==> config.mk <==
export PLATFORM = sky130hd
export DESIGN_NAME = alarm_clkout_ctrl
export DESIGN_NICKNAME = d
export VERILOG_FILES = /design/src/rtl/alm_pkg.sv /design/src/rtl/alm_match.sv /design/src/rtl/alm_pulse_timer.sv /design/src/rtl/fout_sel.sv /design/src/rtl/alarm_clkout_ctrl.sv
export SDC_FILE = /design/constraint.sdc
export NUM_CORES = 1
export LEC_CHECK = 0
export ABC_AREA = 0
export BUFFER_PORTS_ARGS = -buffer_cell sky130_fd_sc_hd__clkbuf_2
export CAP_MARGIN = 30
export CORE_MARGIN = 4
export CORE_UTILIZATION = 42
export CTS_BUF_LIST = sky130_fd_sc_hd__clkbuf_4
export CTS_CLUSTER_SIZE = 24
export DETAILED_ROUTE_END_ITERATION = 10
export MAX_ROUTING_LAYER = met4
export PLACE_DENSITY = 0.94
export REMOVE_ABC_BUFFERS = 1
export SLEW_MARGIN = 20
export SYNTH_ARGS = -nofsm -noshare
export SYNTH_HDL_FRONTEND = slang
export SYNTH_HIERARCHICAL = 1
export SYNTH_SLANG_ARGS = --single-unit
==> constraint.sdc <==
create_clock -name clk_i -period 4.77 [get_ports clk_i]
set_clock_uncertainty 0.05 [all_clocks]
set_input_delay 0.7155 -clock clk_i [delete_from_list [all_inputs] [get_ports clk_i]]
set_output_delay 0.7155 -clock clk_i [all_outputs]
set_load 0.01 [all_outputs]
==> src/rtl/alm_pkg.sv <==
package alm_pkg;
  localparam int FW = 7;  // calendar field width
  localparam int CW = 8;  // alarm field width, msb = enable

  typedef enum logic [2:0] {
    F_SEC  = 3'd0,
    F_MIN  = 3'd1,
    F_HOUR = 3'd2,
    F_DATE = 3'd3,
    F_MON  = 3'd4,
    F_DOW  = 3'd5
  } field_e;

  typedef enum logic {
    MODE_LATCH = 1'b0,
    MODE_PULSE = 1'b1
  } alm_mode_e;
endpackage

==> src/rtl/alm_match.sv <==
module alm_match
  import alm_pkg::*;
#(
  parameter int NF = 6
) (
  input  logic [NF*FW-1:0] cur_time_i,
  input  logic [NF*CW-1:0] alm_cfg_i,
  output logic             any_en_o,
  output logic             match_o
);
  logic [NF-1:0] fld_en;
  logic [NF-1:0] fld_ok;

  for (genvar f = 0; f < NF; f++) begin : g_fld
    assign fld_en[f] = alm_cfg_i[f*CW + CW-1];
    assign fld_ok[f] = !fld_en[f] ||
                       (alm_cfg_i[f*CW +: FW] == cur_time_i[f*FW +: FW]);
  end

  assign any_en_o = |fld_en;
  assign match_o  = any_en_o && (&fld_ok);
endmodule

==> src/rtl/alm_pulse_timer.sv <==
module alm_pulse_timer #(
  parameter int PULSE_MS = 250,
  localparam int CNT_W = $clog2(PULSE_MS + 1)
) (
  input  logic clk_i,
  input  logic rst_ni,
  input  logic run_i,
  input  logic load_i,
  input  logic ms_tick_i,
  output logic busy_o
);
  logic [CNT_W-1:0] cnt_q;

  always_ff @(posedge clk_i or negedge rst_ni) begin
    if (!rst_ni)                      cnt_q <= '0;
    else if (!run_i)                  cnt_q <= '0;
    else if (load_i)                  cnt_q <= CNT_W'(PULSE_MS);
    else if (ms_tick_i && cnt_q != 0) cnt_q <= cnt_q - 1'b1;
  end

  assign busy_o = (cnt_q != 0);

  p_cnt_bound_r4: assert property (@(posedge clk_i) disable iff (!rst_ni)
    cnt_q <= CNT_W'(PULSE_MS));

  p_cnt_step_r4: assert property (@(posedge clk_i) disable iff (!rst_ni)
    (run_i && !load_i && ms_tick_i && cnt_q != 0) |=> (cnt_q == $past(cnt_q) - 1'b1));
endmodule

==> src/rtl/fout_sel.sv <==
module fout_sel #(
  parameter int NUM_TAPS = 15,
  parameter int SEL_W    = $clog2(NUM_TAPS + 1)
) (
  input  logic [NUM_TAPS-1:0] taps_i,
  input  logic [SEL_W-1:0]    sel_i,
  output logic                on_o,
  output logic                tap_o
);
  always_comb begin
    tap_o = 1'b1;
    for (int k = 1; k <= NUM_TAPS; k++) begin
      if (sel_i == SEL_W'(k)) tap_o = taps_i[k-1];
    end
  end

  assign on_o = (sel_i != '0);
endmodule

==> src/rtl/alarm_clkout_ctrl.sv <==
module alarm_clkout_ctrl
  import alm_pkg::*;
#(
  parameter int NF       = 6,
  parameter int PULSE_MS = 250,
  parameter int NUM_TAPS = 15,
  parameter int SEL_W    = $clog2(NUM_TAPS + 1)
) (
  input  logic                clk_i,
  input  logic                rst_ni,
  input  logic                sec_tick_i,
  input  logic                ms_tick_i,
  input  logic [NF*FW-1:0]    cur_time_i,
  input  logic [NF*CW-1:0]    alm_cfg_i,
  input  logic [NUM_TAPS-1:0] div_taps_i,
  input  logic                im_i,
  input  logic                arst_i,
  input  logic [SEL_W-1:0]    fo_sel_i,
  input  logic                bat_keep_i,
  input  logic                on_battery_i,
  input  logic                alm_clr_i,
  input  logic                stat_rd_i,
  output logic                alm_o,
  output logic                irq_oe_no
);
  logic any_en, match;
  logic fo_req, fo_tap;
  logic active, fo_on, armed, evt;
  logic pulse_busy, pull, oe_n_d;
  logic alm_q, oe_n_q;
  alm_mode_e mode;

  assign mode = alm_mode_e'(im_i);

  alm_match #(.NF(NF)) u_match (
    .cur_time_i (cur_time_i),
    .alm_cfg_i  (alm_cfg_i),
    .any_en_o   (any_en),
    .match_o    (match)
  );

  fout_sel #(.NUM_TAPS(NUM_TAPS), .SEL_W(SEL_W)) u_fout (
    .taps_i (div_taps_i),
    .sel_i  (fo_sel_i),
    .on_o   (fo_req),
    .tap_o  (fo_tap)
  );

  // battery gate, then clock output overrides alarm
  assign active = !on_battery_i || bat_keep_i;
  assign fo_on  = fo_req && active;
  assign armed  = !fo_req && active && any_en;
  assign evt    = armed && sec_tick_i && match;

  alm_pulse_timer #(.PULSE_MS(PULSE_MS)) u_pulse (
    .clk_i     (clk_i),
    .rst_ni    (rst_ni),
    .run_i     (armed && mode == MODE_PULSE),
    .load_i    (evt),
    .ms_tick_i (ms_tick_i),
    .busy_o    (pulse_busy)
  );

  always_ff @(posedge clk_i or negedge rst_ni) begin
    if (!rst_ni)                        alm_q <= 1'b0;
    else if (evt)                       alm_q <= 1'b1;
    else if (alm_clr_i)                 alm_q <= 1'b0;
    else if (stat_rd_i && arst_i)       alm_q <= 1'b0;
  end

  assign pull   = armed && ((mode == MODE_PULSE) ? pulse_busy : alm_q);
  assign oe_n_d = fo_on ? fo_tap : !pull;

  always_ff @(posedge clk_i or negedge rst_ni) begin
    if (!rst_ni) oe_n_q <= 1'b1;
    else         oe_n_q <= oe_n_d;
  end

  assign alm_o     = alm_q;
  assign irq_oe_no = oe_n_q;

  p_evt_sets_r3: assert property (@(posedge clk_i) disable iff (!rst_ni)
    evt |=> alm_o);

  p_tick_only_r2: assert property (@(posedge clk_i) disable iff (!rst_ni)
    (!sec_tick_i && !alm_o) |=> !alm_o);

  p_clr_r5: assert property (@(posedge clk_i) disable iff (!rst_ni)
    (alm_clr_i && !evt) |=> !alm_o);

  p_arst_r6: assert property (@(posedge clk_i) disable iff (!rst_ni)
    (stat_rd_i && arst_i && !evt) |=> !alm_o);

  p_fo_no_alarm_r7: assert property (@(posedge clk_i) disable iff (!rst_ni)
    (fo_sel_i != '0 && !alm_o) |=> !alm_o);

  p_bat_no_alarm_r9: assert property (@(posedge clk_i) disable iff (!rst_ni)
    (on_battery_i && !bat_keep_i && !alm_o) |=> !alm_o);

  p_bat_release_r9: assert property (@(posedge clk_i) disable iff (!rst_ni)
    (on_battery_i && !bat_keep_i) |=> irq_oe_no);
endmodule

Word level (Yosys, flattened, before mapping) --
Index checks and enable logic that the tools add are counted.
Cells by class: add/sub/neg operators 1, equality and inequality tests 22, muxes and demuxes 23, reductions and logical operators 31
Operators by type and width (count):
- $eq A7 B7 Y1 | 6
- $eq A4 B4 Y1 const B | 8
- $mux W8 | 3
- $mux W1 | 20
- $eq A4 B3 Y1 const B | 4
- $logic_and A1 B1 Y1 | 10
- $logic_not A1 Y1 | 9
- $eq A4 B2 Y1 const B | 2
- $reduce_bool A8 Y1 | 1
- $sub A8 B1 Y8 const B | 1
- $logic_or A1 B1 Y1 | 7
- $reduce_and A6 Y1 | 1
- $reduce_or A6 Y1 | 1
- $eq A4 B1 Y1 const B | 1
- $reduce_bool A4 Y1 | 1
- $ne A3 B3 Y1 const B | 1
- $reduce_bool A3 Y1 | 1
Word-level totals: bits in registers 10

Longest topological paths before layout --
depth after elaboration 17, mapped depth 8, gate-level depth less buffers 8

Cells and area by module --
Netlist, hierarchy kept.
Modules (own cells, without submodules):
- alm_match | times used 1, cells an instance 60, area an instance 531.8 um^2, seq. area each 0.0 um^2
- alm_pulse_timer | times used 1, cells an instance 49, area an instance 452.9 um^2, seq. area each 200.2 um^2
- fout_sel | times used 1, cells an instance 32, area an instance 241.5 um^2, seq. area each 0.0 um^2
- alarm_clkout_ctrl | times used 1, cells an instance 13, area an instance 132.6 um^2, seq. area each 51.3 um^2

Worst setup path before layout --
No wires, ideal clock.
path kind in2reg, from in cur_time_i[7], to reg u_pulse.cnt_q[1], setup time 0.099 ns, arrival 1.899 ns, required time 4.621 ns, slack 2.722 ns, stages on the path 7, path buffers 0, cells stage by stage xor2_1 > o41ai_2 > nand4_1 > nor2_1 > and3_1 > inv_1 > a311oi_1
Between the ends: longest elaborated chain between the ends 7, elaborated cells on any way between the ends 8, classes of those cells eq/ne (2); mux (2); reduce/logical (4)
RTL lines:
- from (decl) | RTL line alarm_clkout_ctrl.sv:13 | input logic [NF*FW-1:0] cur_time_i,
- $eq A7 B7 Y1 * | RTL line alm_match.sv:17 | (alm_cfg_i[f*CW +: FW] == cur_time_i[f*FW +: FW]);
- $logic_or A1 B1 Y1 * | RTL line alm_match.sv:16 | assign fld_ok[f] = !fld_en[f] ||
- $reduce_and A6 Y1 * | RTL line alm_match.sv:21 | assign match_o = any_en_o && (&fld_ok);
- $logic_and A1 B1 Y1 * | RTL line alm_match.sv:21
- named net match | RTL line alarm_clkout_ctrl.sv:26 | logic any_en, match;
- $logic_and A1 B1 Y1 * | RTL line alarm_clkout_ctrl.sv:53 | assign evt = armed && sec_tick_i && match;
- named net evt | RTL line alarm_clkout_ctrl.sv:28 | logic active, fo_on, armed, evt;
- $mux W8 | RTL line alm_pulse_timer.sv:17 | else if (load_i) cnt_q <= CNT_W'(PULSE_MS);
- $mux W8 | RTL line alm_pulse_timer.sv:16 | else if (!run_i) cnt_q <= '0;
- to (signal assigned) | RTL line alm_pulse_timer.sv:17
- to (signal assigned) | RTL line alm_pulse_timer.sv:18 | else if (ms_tick_i && cnt_q != 0) cnt_q <= cnt_q - 1'b1;
- to (decl) | RTL line alm_pulse_timer.sv:12 | logic [CNT_W-1:0] cnt_q;
The timed path passes the listed nets; every way through them passes the cells marked *. A chain may end at the register's enable or synchronous reset.

Worst setup path after layout --
from in cur_time_i[16], to reg u_pulse.cnt_q[1]
The elaborated chain is that of the path after synthesis.

==> flow_summary.yaml <==
critical_path:
  path_cells: "clkbuf_2, xnor2_1, nand4_1, o41ai_2, nand3_1, nor2_1, and3_1, inv_1, a311oi_1"
  worst_path_largest_cell_delay_ps: 270
  crit_path_end_kind: "flop"
  arrival_ps: 2320
  critPathMaxFanout: 6
  rrSetupSlack_ps: 2980
  cp.required_ps: 4880
  start_kind: "primary input"
  crit_type: "primary input to flop"
  slowest_stage: "a311oi_1"
sta:
  period_share: 0.465
  final-max-slew-violation-count: 0
  finalSetupViolCount: 0
  worstMarginPinSlew_ps: 435
  setup_tns_ps: 0
  relSlewSlack: 0.709
  period_needed_ps: 2220
  hold_violations: 0
  max_freq_mhz: 451
  rsz0062_at_grt: "false"
finish:
  final_common_cell: "clkbuf_2"
  layout-drive-gt1-share: 0.516
  final_area_um2: 2020
  diodes: 0
  instances_no_fill: 319
  final_cell_mix: "clkbuf_2 (120), xnor2_1 (25), xor2_1 (20)"
  fin_nets: 396
  area_growth_pct: 48.6
  final_util: 0.656
place:
  dp.cells: 315
  dpl_cell_area_um2: 1990
  port_buffers: 120
  hpwl_um: 3960
  place_congestion: 0.839
floorplan:
  core_area_um2: 3080
  num_rows: 20
  fp.dieH_um: 64.9
  start_util: 0.441
  dieArea_um2: 4210
  die_w_um: 64.9
  ios: 121
yosys:
  yosysSeqAreaShare: 0.185
  yosysUniqueCellTypes: 43
  synth_cells: 154
  synth_edf_count: 0
  mappedNetlistArea_um2: 1360
  synth_ff_type: "dfrtp_1"
  ys_ff_latch: 10
  yosysWarnings: 6
  async_flop_share: 1.00
  synth.avg_cell_area_um2: 8.82
clock_tree:
  hold_buffers: 0
  cts_made_buffers: 3
  clockBufferDepth: 2
  root_buffer: "clkbuf_4"
  cts_tree: "done"
  clkLatencyLatePin_ps: 260
  cts.clk_slew.worst_paths_ps: 70
  cts_resized: 0
  postCtsSetupRepairBufs: 0
  cts_sinks: 10
  cts.htree.levels: 1
detailed_routing:
  drc: 0
  drt_iter0_drc: 76
  ant_nets: 0
  dr.pass1.iters: 4
  via_per_inst: 5.12
  wire_per_inst_um: 13.6
  vias: 1633
  drt-total-wl_um: 4350
global_route:
  grt_usage: 0.220
  antenna_found_initial: 0
  grt_max_degree: 15
  grt_first_pass_wirelength_um: 7180
  grt_pass1_vias: 1668
  grt_overflow: 0
pwr:
  peakVddDrop_mv: 0.0674
  powerDensity_nw_per_um2: 133
  total_power_uw: 269
  p_leak_nw: 0.995
min_path:
  hp-class: "primary input to async pin"
run_status:
  status: "complete, no violations"
flow_run:
  drv_cap: 0
==> layer usage <==
| layer | wire, um | vias to the layer above | global-route usage | part of all wire |
|---|---|---|---|---|
| met5 | 0 | - | - | 0 |
| met4 | 57 | 0 | 0.0633 | 0.013 |
| met3 | 377 | 8 | 0.0347 | 0.087 |
| met2 | 2350 | 93 | 0.406 | 0.54 |
| met1 | 1570 | 718 | 0.242 | 0.36 |
| li1 | - | 814 | - | - |
==> metrics by stage <==
| step | setup slack [ps] | hold slack, ps |
|---|---|---|
| 2_1_floorplan | 2720 | 370 |
| 3_3_place_gp | 2400 | 535 |
| 3_5_place_dp | 2290 | 539 |
| 4_1_cts | 2560 | 249 |
| 5_1_grt | 2390 | 257 |
| 6_report | 2550 | 249 |
==> power by group <==
group,internal [mW],leakage [nW],switching [mW]
registers,0.0867,0.136,0.000258
logic,0.0690,0.843,0.0534
clock network,0.0302,0.0154,0.0291
total,0.186,0.995,0.0828
==> synth_stat cells, types with 4 or more instances <==
cell type,number,area share
xnor2_1,25,0.16
xor2_1,20,0.13
dfrtp_1,9,0.17
nor2_1,9,0.025
inv_1,8,0.022
nand2_1,8,0.022
nand4_1,8,0.037
a21oi_1,7,0.026
o41ai_2,7,0.084
a31oi_1,5,0.023
nand3_1,5,0.018
nor3_1,4,0.015
o21ai_0,4,0.015
==> logic make-up (layout without fill, tap and decap cells) <==
logic type | count (synthesis) | in the layout | synth area share
muxes | 1 | 1 | 0.0166
adders and majority gates | 1 | 1 | 0.00921
and+or+nand+nor | 51 | 51 | 0.230
xor gates and xnor gates | 45 | 45 | 0.290
DFF | 10 | 10 | 0.185
buffers and inverters | 11 | 132 | 0.0378
AOI/OAI and AO/OA | 35 | 35 | 0.231
==> registers in the layout (all words and copies together), names as in the netlist <==
name / count
u_pulse/cnt_q: 8
alm_o: 1
irq_oe_no: 1
==> area by class of cell <==
class,count,area (um^2)
Fill cell,266,1060
Clock inverter,1,3.75
Sequential cell,10,251
Tap cell,44,55.1
Timing Repair Buffer,120,601
Multi-Input combinational cell,133,1060
Inverter,8,30.0
Clock buffer,3,22.5
==> final timing paths <==
kind,from,endpoint,depth (start not counted)
max,cur_time_i[16],u_pulse/cnt_q[1],9
min,rst_ni,u_pulse/cnt_q[1],1
max reg2reg,u_pulse/cnt_q[0],u_pulse/cnt_q[1],6
min reg2reg,alm_o,irq_oe_no,3
max in group asynchronous,rst_ni,irq_oe_no,1
min in group clk_i,alm_o,irq_oe_no,3
==> critical path, delay by kind of cell <==
family / cells / cell delay (ps)
AOI/OAI and AO/OA: 2 / 490
buffers and inverters: 2 / 210
xor gates and xnor gates: 1 / 210
and+or+nand+nor: 4 / 700
No activity file was read; power rests on OpenSTA's default activity.
